==> src/rtl/refresh_sched.sv <==
module refresh_sched #(
  parameter int IVL_W     = 16,
  parameter int RFC_W     = 9,
  parameter int IDLE_W    = 8,
  parameter int OWED_W    = 4,
  parameter int GAP_W     = 7,
  parameter int GAP_SHIFT = 10
) (
  input  logic              clk,
  input  logic              rst_n,
  input  logic [IVL_W-1:0]  cfg_interval,
  input  logic [RFC_W-1:0]  cfg_rfc,
  input  logic [IDLE_W-1:0] cfg_idle_lim,
  input  logic [OWED_W-1:0] cfg_hp_wm,
  input  logic [OWED_W-1:0] cfg_panic_wm,
  input  logic [1:0]        cfg_dbl_mode,
  input  logic [GAP_W-1:0]  cfg_maxgap,
  input  logic              rank_idle,
  input  logic              temp_warm,
  input  logic              grant,
  output logic              req,
  output logic [1:0]        prio,
  output logic              busy
);
  localparam int GCNT_W = GAP_W + GAP_SHIFT;
  localparam logic [IVL_W-1:0]  IV_ONE   = 1;
  localparam logic [OWED_W-1:0] OW_ONE   = 1;
  localparam logic [OWED_W-1:0] OW_MAX   = '1;
  localparam logic [RFC_W-1:0]  RF_ONE   = 1;
  localparam logic [IDLE_W-1:0] ID_ONE   = 1;
  localparam logic [IDLE_W-1:0] ID_MAX   = '1;
  localparam logic [GCNT_W-1:0] GC_ONE   = 1;
  localparam logic [GCNT_W-1:0] GC_MAX   = '1;

  logic [IVL_W-1:0]  tmr;
  logic [OWED_W-1:0] owed;
  logic [RFC_W-1:0]  busy_cnt;
  logic [IDLE_W-1:0] idle_cnt;
  logic [GCNT_W-1:0] gap_cnt;
  logic              dbl;

  always_comb begin
    case (cfg_dbl_mode)
      2'b01:   dbl = 1'b1;
      2'b10:   dbl = 1'b0;
      default: dbl = temp_warm;
    endcase
  end

  wire [IVL_W-1:0]  per_raw = dbl ? (cfg_interval >> 1) : cfg_interval;
  wire [IVL_W-1:0]  per     = (per_raw == '0) ? IV_ONE : per_raw;
  wire              tick    = (tmr >= per - IV_ONE);
  wire              accept  = grant & req;
  wire              opp     = (cfg_idle_lim != '0) && (idle_cnt >= cfg_idle_lim);
  wire [GCNT_W-1:0] gap_lim = {cfg_maxgap, {GAP_SHIFT{1'b0}}};
  wire              gap_exp = (cfg_maxgap != '0) && (gap_cnt >= gap_lim);

  assign busy = (busy_cnt != '0);
  assign req  = !busy && ((owed != '0) || opp || gap_exp);

  always_comb begin
    if (!req)                                prio = 2'b00;
    else if (gap_exp || owed >= cfg_panic_wm) prio = 2'b11;
    else if (owed >= cfg_hp_wm)              prio = 2'b10;
    else                                     prio = 2'b01;
  end

  always_ff @(posedge clk) begin
    if (!rst_n) tmr <= '0;
    else        tmr <= tick ? '0 : tmr + IV_ONE;
  end

  always_ff @(posedge clk) begin
    if (!rst_n) owed <= '0;
    else begin
      case ({tick, accept})
        2'b10:   if (owed != OW_MAX) owed <= owed + OW_ONE;
        2'b01:   if (owed != '0)     owed <= owed - OW_ONE;
        default: owed <= owed;
      endcase
    end
  end

  always_ff @(posedge clk) begin
    if (!rst_n)              busy_cnt <= '0;
    else if (accept)         busy_cnt <= cfg_rfc;
    else if (busy_cnt != '0) busy_cnt <= busy_cnt - RF_ONE;
  end

  always_ff @(posedge clk) begin
    if (!rst_n || !rank_idle) idle_cnt <= '0;
    else if (idle_cnt != ID_MAX) idle_cnt <= idle_cnt + ID_ONE;
  end

  always_ff @(posedge clk) begin
    if (!rst_n || accept)     gap_cnt <= '0;
    else if (gap_cnt != GC_MAX) gap_cnt <= gap_cnt + GC_ONE;
  end
endmodule


==> config.mk <==
export PLATFORM = sky130hd
export DESIGN_NAME = refresh_sched
export DESIGN_NICKNAME = d
export VERILOG_FILES = /design/src/rtl/refresh_sched.sv
export SDC_FILE = /design/constraint.sdc
export NUM_CORES = 1
export LEC_CHECK = 0
export CORE_MARGIN = 8
export CORE_UTILIZATION = 25
export DETAILED_ROUTE_END_ITERATION = 10
export DONT_BUFFER_PORTS = 1
export PLACE_DENSITY_LB_ADDON = 0.25
export SLEW_MARGIN = 15
export SYNTH_ARGS = -nofsm -noshare
export SYNTH_HDL_FRONTEND = slang
export SYNTH_SLANG_ARGS = --single-unit
==> constraint.sdc <==
create_clock -name clk -period 9.1 [get_ports clk]
set_clock_uncertainty 0.1 [all_clocks]
set_input_delay 1.82 -clock clk [delete_from_list [all_inputs] [get_ports clk]]
set_output_delay 1.82 -clock clk [all_outputs]
set_load 0.01 [all_outputs]
==> results.cfg, run 1 <==
[run_status]
status = completed

[global_routing]
use_met3_pct = 1.823
grt_pass1_wl_mm = 18.66
antenna_found_initial = 0
track_usage_pct = 10.01
grt_pass1_vias = 3838
grt-busiest-layer = met2
grt_util_met2_pct = 17.74
grt_overflow = 0
grtUsageMet1_pct = 12.09
grt_max_degree = 28

[sta]
slew_headroom_pct = 44.25
max_freq_mhz = 133.0
final_hold_viol_count = 0
fin_crit_sh_pct = 82.65
setup_viol = 0
fin_crit_ns = 7.521
rsz0062_at_grt = no
timing_worst_slew_pin_value_ns = 0.8362
maxSlewViolCount = 0
finalSetupTns_ns = 0

[synth]
async_reset_ff_share_pct = 0
synth.yosys.seq_area_share_pct = 24.69
synth_top_family_by_area = simple AND/OR/NAND/NOR gates
synth_ff_type = dfxtp_1
synth_cells = 557
syn_avg_cell_area_um2 = 7.860
synth_fa_ha_area_share_pct = 15.03
synthMuxAreaShare_pct = 1.486
syn_nets = 664
yosys.area_share.simple_pct = 25.75
synth_edf_count = 0
synth_compound_area_share_pct = 18.83
synth-xor-area-share_pct = 8.803
netlist_area_um2 = 4378
synth_seq_cells = 54
yosys_warnings = 0
ys_types = 59

[power_and_ir_drop]
leakage_nw = 1.913
pwr_density_cell_nw_per_um2 = 144.1
switching_share_pct = 31.98
clkPwrFrac_pct = 31.3
combinationalPowerShare_pct = 28.4
ir_drop_uv = 70.25
p_int_mw = 0.4689
p_seq_share_pct = 40.3
switching_power_mw = 0.2205

[clock_network]
clkTransAtPathRegs_ns = 0.07
clock-sinks = 54
hold_buffers = 0
post-cts-setup-buffers = 0
cts_buffers = 5
cts_buffer_depth = 2
cts_tree = yes
cts_resized = 0
h-tree-depth = 2
clk_latency_ns = 0.29
cts_root_buf = clkbuf_16

[placed_design]
place_congestion = 0.8397
io_buffers = 0
hpwl_mm = 8.686

[finish]
fillers = 1829
antenna-diode-count = 0
drive_above_1_share_pct = 3.818
syn_to_final_growth_pct = 9.288
finalNetCount = 656
final_core_util_pct = 27.76

[critical_path]
crit_path_end_kind = register
crit_start = cfg_dbl_mode[1]
startpoint_type = input pin
arrival_ns = 7.58
worst-path-max-fanout = 20
reg2reg_slack_ns = 4.94
rr_worst_depth = 16
r2r-start = idle_cnt[0]
worstPathRequired_ns = 9.16
cp-endpoint = owed[3]
path_class = input pin to register
reg2reg_to = owed[3]

[floorplan]
core_region_area_um2 = 17240
dieWidth_um = 148.3
dieArea_um2 = 22000
rows = 48
start_util_pct = 25.40
die_h_um = 148.3
io_pins = 59

[route]
postRouteAntennaNets = 0
vias_per_cell = 5.062
drt_iter0_drc = 166
via_count = 3923
wl_per_cell_um = 14.23
totalWireLength_mm = 11.03
first_pass_iters = 4
drcViolationCount = 0

[hold_path]
min_path_type = register to register

[job]
drv_cap = 0
## power by group through the flow
stage | clock [mW] | sequential, mW | combinational [mW]
6_report | 0.216 | 0.278 | 0.196
4_1_cts | 0.225 | 0.278 | 0.198
5_1_grt | 0.234 | 0.281 | 0.222
2_1_floorplan | 0 | 0.278 | 0.161
3_3_place_gp | 0 | 0.282 | 0.192
3_5_place_dp | 0 | 0.283 | 0.197
## synth_stat cells, types with 7 or more instances
cell type	n	share of area (%)
dfxtp_1	54	25
ha_1	51	15
nand2_1	49	4.2
a21oi_1	41	4.7
nor2_1	39	3.3
inv_1	38	3.3
xnor2_1	30	6.0
nor3_1	29	3.3
nand3_1	27	3.1
clkbuf_1	19	1.6
nand4_1	19	2.7
nor4_1	16	2.3
a21o_1	15	2.6
xor2_1	14	2.8
o21ai_0	12	1.4
and3_1	8	1.1
o211ai_1	8	1.4
a211oi_1	7	1.2
## area by class of cell
type	instances	area, µm²	area share [%]
Multi-Input combinational cell	442	3060	63.96
Sequential cell	54	1081	22.59
Tap cell	225	281.5	5.884
Inverter	40	150.1	3.138
Clock buffer	6	128.9	2.694
Timing Repair Buffer	6	45.04	0.9414
Clock inverter	2	37.54	0.7845
## routing by layer
layer  up-vias  part of all wire (%)
met5         -                     0
met4         0                   1.5
met3        13                   3.5
met2        57                    49
met1      1833                    46
li1       2020                     -
## registers in the layout, indices dropped and copies added (netlist names)
| name | cells |
|---|---|
| gap_cnt | 17 |
| tmr | 16 |
| busy_cnt | 9 |
| idle_cnt | 8 |
| owed | 4 |
## stage by stage
step | cells | worst slack, ns | area [µm²] | hold WS, ns | power (mW)
after floorplan | 557 | 1.872 | 4378 | 0.3761 | 0.4388
after global placement | 767 | 1.441 | 4618 | 0.3939 | 0.4742
after detailed placement | 767 | 1.249 | 4618 | 0.4099 | 0.4801
after CTS | 775 | 1.523 | 4785 | 0.4291 | 0.7004
after global routing | 775 | 1.110 | 4785 | 0.4575 | 0.7368
final | 775 | 1.579 | 4785 | 0.4244 | 0.6894
## worst min path at each step
stage,slack [ns],from,to,cells after the start
after CTS,0.43,busy_cnt[8],busy_cnt[8],2
after detailed placement,0.41,busy_cnt[8],busy_cnt[8],2
after global placement,0.39,busy_cnt[8],busy_cnt[8],2
final,0.42,busy_cnt[8],busy_cnt[8],2
after floorplan,0.38,busy_cnt[8],busy_cnt[8],2
after global routing,0.46,busy_cnt[1],busy_cnt[1],2
## placed cells by master (no fill, tap or decap), types with 2 or more instances in the layout
cell type / synthesis / final
a31oi_1: 5 / 5
a21boi_0: 5 / 5
nand3_1: 27 / 27
and2_1: 3 / 3
dfxtp_1: 54 / 54
o2111ai_1: 4 / 4
nor4b_1: 3 / 3
buf_4: 0 / 6
o31ai_1: 3 / 3
mux2i_1: 5 / 5
nand4_1: 19 / 19
and3_1: 8 / 8
nor3_1: 29 / 29
a21o_1: 15 / 15
o41ai_1: 2 / 2
nor2b_1: 3 / 3
nor4_1: 16 / 16
nor3b_1: 4 / 4
ha_1: 51 / 51
or3_1: 5 / 5
nor2_1: 39 / 39
nand2_1: 49 / 49
o21ai_0: 12 / 12
xnor2_1: 30 / 30
inv_1: 38 / 38
a211oi_1: 7 / 7
a21oi_1: 41 / 41
xor2_1: 14 / 14
clkinv_1: 2 / 2
o2bb2ai_1: 3 / 3
o211ai_1: 8 / 8
o21a_1: 3 / 3
clkbuf_16: 0 / 5
nand2b_1: 5 / 5
## worst max-delay path, stage by stage
cell	delay (ns)
inv_1	0.02
ha_1	0.31
mux2i_1	0.13
buf_4	0.20
and2_1	0.18
a211oi_1	0.30
ha_1	0.27
or4b_4	0.50
a2111oi_4	0.42
nand3_4	0.15
nor4_1	0.20
nor3_1	0.07
or3_1	0.35
ha_1	0.30
nand4_1	0.11
a21oi_1	0.66
a21boi_0	0.20
ha_1	0.32
ha_1	0.31
a21o_1	0.19
a21oi_1	0.17
xnor2_1	0.13
nand2_1	0.08
xor2_1	0.14
nor2_1	0.05
## kinds of logic after synthesis
logic type                 count (synthesis)
and+or+nand+nor                          219
muxes                                      6
DFF                                       54
AOI/OAI and AO/OA                        121
buffers and inverters                     61
adders and majority gates                 52
xor gates and xnor gates                  44
No activity file was read; power rests on OpenSTA's default activity.
==> run 2, diff against run 1 <==
Clock period 9.1 ns to 7.65 ns, I/O delays scaled along.
==> results.cfg, run 2 (synthesized netlist as in run 1, its figures left out) <==
[run_status]
status = completed

[route]
postRouteAntennaNets = 0
drcViolationCount = 0
vias_per_cell = 5.052
wl_per_cell_um = 14.18
drt_iter0_drc = 105
first_pass_iters = 4
totalWireLength_mm = 10.99
via_count = 3915

[finish]
antenna-diode-count = 0
regArea_um2 = 1081
final_common_cell = dfxtp_1
largestRegisters = gap_cnt x17, tmr x16, busy_cnt x9
largest_reg_flops = 17
largest-register = gap_cnt
multi_input_area_um2 = 3060
final_cell_mix = dfxtp_1, ha_1, nand2_1
syn_to_final_growth_pct = 9.374
final_core_util_pct = 27.78
finalNetCount = 656
fillers = 1828
drive_above_1_share_pct = 4.000

[clock_network]
hold_buffers = 0
cts_tree = yes
cts_buffers = 5
cts_resized = 0
clock-sinks = 54
cts_buffer_depth = 2
cts_root_buf = clkbuf_16
clk_latency_ns = 0.29
clkTransAtPathRegs_ns = 0.08
h-tree-depth = 2
post-cts-setup-buffers = 0

[critical_path]
reg2reg_slack_ns = 3.50
startpoint_type = input pin
worst-path-max-fanout = 19
arrival_ns = 6.86
path_class = input pin to register
worstPathRequired_ns = 7.72
crit_path_end_kind = register

[power_and_ir_drop]
p_seq_share_pct = 40.1
combinationalPowerShare_pct = 28.1
pwr_density_cell_nw_per_um2 = 172.4
leakage_nw = 1.912
ir_drop_uv = 99.76
finalPower_mw = 0.8256
switching_power_mw = 0.2677
switching_share_pct = 32.43
p_int_mw = 0.5578
clkPwrFrac_pct = 31.8

[sta]
holdWs_ns = 0.4156
setup_viol = 0
fin_crit_ns = 6.799
rsz0062_at_grt = no
timing_worst_slew_pin_value_ns = 0.8137
maxSlewViolCount = 0
fin_crit_sh_pct = 88.87
final_hold_viol_count = 0
slew_headroom_pct = 45.42
setup_slack_ns = 0.8512
max_freq_mhz = 147.1
finalSetupTns_ns = 0

[placed_design]
hpwl_mm = 8.605
post-place-ws_ns = 0.5259
place_congestion = 0.7879
io_buffers = 0

[global_routing]
grt_overflow = 0
grt_max_degree = 28
grt_pass1_wl_mm = 18.57
grt_pass1_vias = 3815
antenna_found_initial = 0
track_usage_pct = 9.979

[floorplan]
die_h_um = 148.3
dieArea_um2 = 22000
core_region_area_um2 = 17240
rows = 48
io_pins = 59
dieWidth_um = 148.3
start_util_pct = 25.40

[hold_path]
min_path_type = register to register

[job]
drv_cap = 0
## run 2: cell count changes in the layout (fill, tap and decap cells not counted), sizes merged
cell      before  now
clkbuf         6    5
clkinvlp       1    2
## run 2: worst paths after layout
check,start,endpoint,cells after the start
setup / recovery,cfg_dbl_mode[1],owed[3],23
hold / removal,busy_cnt[8],busy_cnt[8],2
setup reg to reg,idle_cnt[0],owed[3],16
hold reg to reg,busy_cnt[8],busy_cnt[8],2
## run 2: area by class of cell
| cell class | count | area share (%) |
|---|---|---|
| clock buffers | 5 | 2.613 |
| flip-flops and latches | 54 | 22.58 |
| multi-input cells | 442 | 63.91 |
| inverters | 40 | 3.136 |
| repair buffers | 6 | 0.9407 |
| clock inverters | 3 | 0.9407 |
| well taps | 225 | 5.879 |
## run 2: per-layer routing
layer | vias to the layer above | share of wire [%] | track usage (%)
li1 | 2015 | - | -
met1 | 1836 | 48 | 12.47
met2 | 58 | 49 | 17.56
met3 | 6 | 2.8 | 1.489
met4 | 0 | 0.97 | 2.448
met5 | - | 0 | 0
## run 2: critical path, cell delays in order
cell and delay (ns):
inv_1 0.02, ha_1 0.32, mux2_4 0.42, a211oi_1 0.35, ha_1 0.26, or4b_4 0.51, a2111oi_4 0.43, nand3_4 0.15
nor4_1 0.22, nor3_1 0.07, or3_1 0.35, ha_1 0.29, a21o_1 0.16, a21oi_1 0.19, a21boi_0 0.28, ha_1 0.31
ha_1 0.27, a21o_1 0.17, a21oi_1 0.16, xnor2_1 0.14, nand2_1 0.08, xor2_1 0.13, nor2_1 0.05
## run 2: per-stage QoR
stage | area, µm² | instances
after floorplan | 4378 | 557
after global placement | 4618 | 767
after detailed placement | 4618 | 767
after CTS | 4788 | 775
after global routing | 4788 | 775
final | 4788 | 775
## run 2: power groups by stage
stage,Combinational [mW],Clock (mW),Sequential [mW]
after CTS,0.234,0.270,0.331
after global routing,0.268,0.286,0.334
after floorplan,0.192,0,0.330
after global placement,0.228,0,0.336
after detailed placement,0.233,0,0.337
final,0.232,0.262,0.331
==> run 3, diff against run 2 <==
Settings changed: CORE_UTILIZATION 25 to 44.
==> results.cfg, run 3 (synthesized netlist as in run 1, its figures left out) <==
[power_and_ir_drop]
pwr_density_cell_nw_per_um2 = 158.7
ir_drop_uv = 92.00
leakage_nw = 1.884

[route]
totalWireLength_mm = 10.03
vias_per_cell = 5.823
drcViolationCount = 0
drt_iter0_drc = 205
via_count = 3977
first_pass_iters = 6
wl_per_cell_um = 14.69
postRouteAntennaNets = 0

[finish]
drive_above_1_share_pct = 3.818
syn_to_final_growth_pct = 4.944
regArea_um2 = 1081
final_cell_area_um2 = 4594
final_cell_mix = dfxtp_1, ha_1, nand2_1
fillers = 977
largest_reg_flops = 17
largest-register = gap_cnt
final_cell_count_no_fill = 683
antenna-diode-count = 0
largestRegisters = gap_cnt x17, tmr x16, busy_cnt x9
finalNetCount = 656
multi_input_area_um2 = 3060
final_common_cell = dfxtp_1

[placed_design]
hpwl_mm = 7.819
post-place-ws_ns = 0.5701
place_congestion = 0.8360
io_buffers = 0
placed_area_um2 = 4503
place_inst = 675

[clock_network]
clkTransAtPathRegs_ns = 0.10
cts_resized = 0
cts_tree = yes
cts_root_buf = clkbuf_8
post-cts-setup-buffers = 0
h-tree-depth = 2
cts_buffers = 5
hold_buffers = 0
cts_buffer_depth = 2
clock-sinks = 54
clk_latency_ns = 0.31

[floorplan]
core_region_area_um2 = 9729
io_pins = 59
dieArea_um2 = 13400
dieWidth_um = 115.8
start_util_pct = 45.00
die_h_um = 115.8
rows = 36

[sta]
max_freq_mhz = 148.2
setup_viol = 0
rsz0062_at_grt = no
maxSlewViolCount = 0
fin_crit_ns = 6.749
slew_headroom_pct = 49.54
finalSetupTns_ns = 0
setup_slack_ns = 0.9009
final_hold_viol_count = 0
fin_crit_sh_pct = 88.22
timing_worst_slew_pin_value_ns = 0.7523

[critical_path]
worst-path-max-fanout = 19
path_buf_inv = 1
cpMostUsedCell = ha_1
cp_slowest_stage_delay_ns = 0.50
crit_chain = inv_1, ha_1, mux2_4, a211oi_1, ha_1, or4b_4, a2111oi_4, nand3_4, nor4_1, nor3_1, or3_1, ha_1, a21o_1, a21oi_1, a21boi_0, ha_1, ha_1, a21o_1, a21oi_1, xnor2_1, nand2_1, xor2_1, nor2_1
startpoint_type = input pin
arrival_ns = 6.84
worstPathRequired_ns = 7.74
critical_path.top_delay_family = compound AO/OA/AOI/OAI gates
path_class = input pin to register
cpMaxStageDelayCell = or4b_4
crit_path_end_kind = register

[hold_path]
min_path_type = register to register

[global_routing]
grt_max_degree = 28
track_usage_pct = 15.06
grt_pass1_vias = 3671
antenna_found_initial = 0
grt_pass1_wl_mm = 16.85
grt_overflow = 0

[run_status]
status = completed

[job]
drv_cap = 0
-- run 3: changes by cell type in the layout (fill, tap and decap cells not counted) --
| cell | delta |
|---|---|
| clkbuf_8 | +6 |
| clkbuf_16 | -5 |
| clkinvlp_4 | -2 |
| bufinv_16 | -1 |
| clkbuf_1 | +1 |
| clkinv_2 | +1 |
-- run 3: layout make-up --
cell class	count	area share [%]
timing repair buffer	6	0.9804
multi-input combinational	442	66.61
clock inverter	1	0.1089
inverter	40	3.268
sequential	54	23.53
tap	133	3.622
clock buffer	7	1.879
-- run 3: path summary, 6_finish.rpt --
kind | slack (ns) | to | from | cells after the start
max | 0.90 | owed[3] | cfg_dbl_mode[1] | 23
min | 0.42 | busy_cnt[8] | busy_cnt[8] | 2
max reg2reg | 3.62 | owed[3] | idle_cnt[0] | 16
min reg2reg | 0.42 | busy_cnt[8] | busy_cnt[8] | 2
-- run 3: worst reg2reg max path: stages (launching register included) --
cell and delay, ns:
dfxtp_1 0.39, inv_1 0.09, ha_1 0.27, nand2b_1 0.13, a2111oi_0 0.44, o31ai_1 0.17
or2_0 0.45, nor2_1 0.39, nor3_1 0.11, ha_1 0.29, ha_1 0.31, a21o_1 0.18
a21oi_1 0.19, xnor2_1 0.15, nand2_1 0.09, xor2_1 0.14, nor2_1 0.05
-- run 3: stage by stage --
stage          utilization [%]  hold WS, ns  total power, mW
6_report                 47.22       0.4235           0.7294
5_1_grt                  47.22       0.4662           0.7809
4_1_cts                  47.22       0.4254           0.7337
3_5_place_dp             46.28       0.4035           0.5671
3_3_place_gp             46.28       0.3935           0.5619
2_1_floorplan                -       0.3761           0.5220
-- run 3: routing by layer --
metal	global-route usage, %	routed length (µm)	vias up
li1	-	-	2018
met1	19.77	4746	1880
met2	25.08	4847	70
met3	2.606	366	9
met4	3.544	70	0
met5	0	0	-
-- run 3: where the power goes --
| part | total, mW | switching [mW] | internal, mW |
|---|---|---|---|
| clock | 0.169 | 0.0953 | 0.0734 |
| combinational | 0.230 | 0.131 | 0.0989 |
| sequential | 0.331 | 0.0266 | 0.304 |
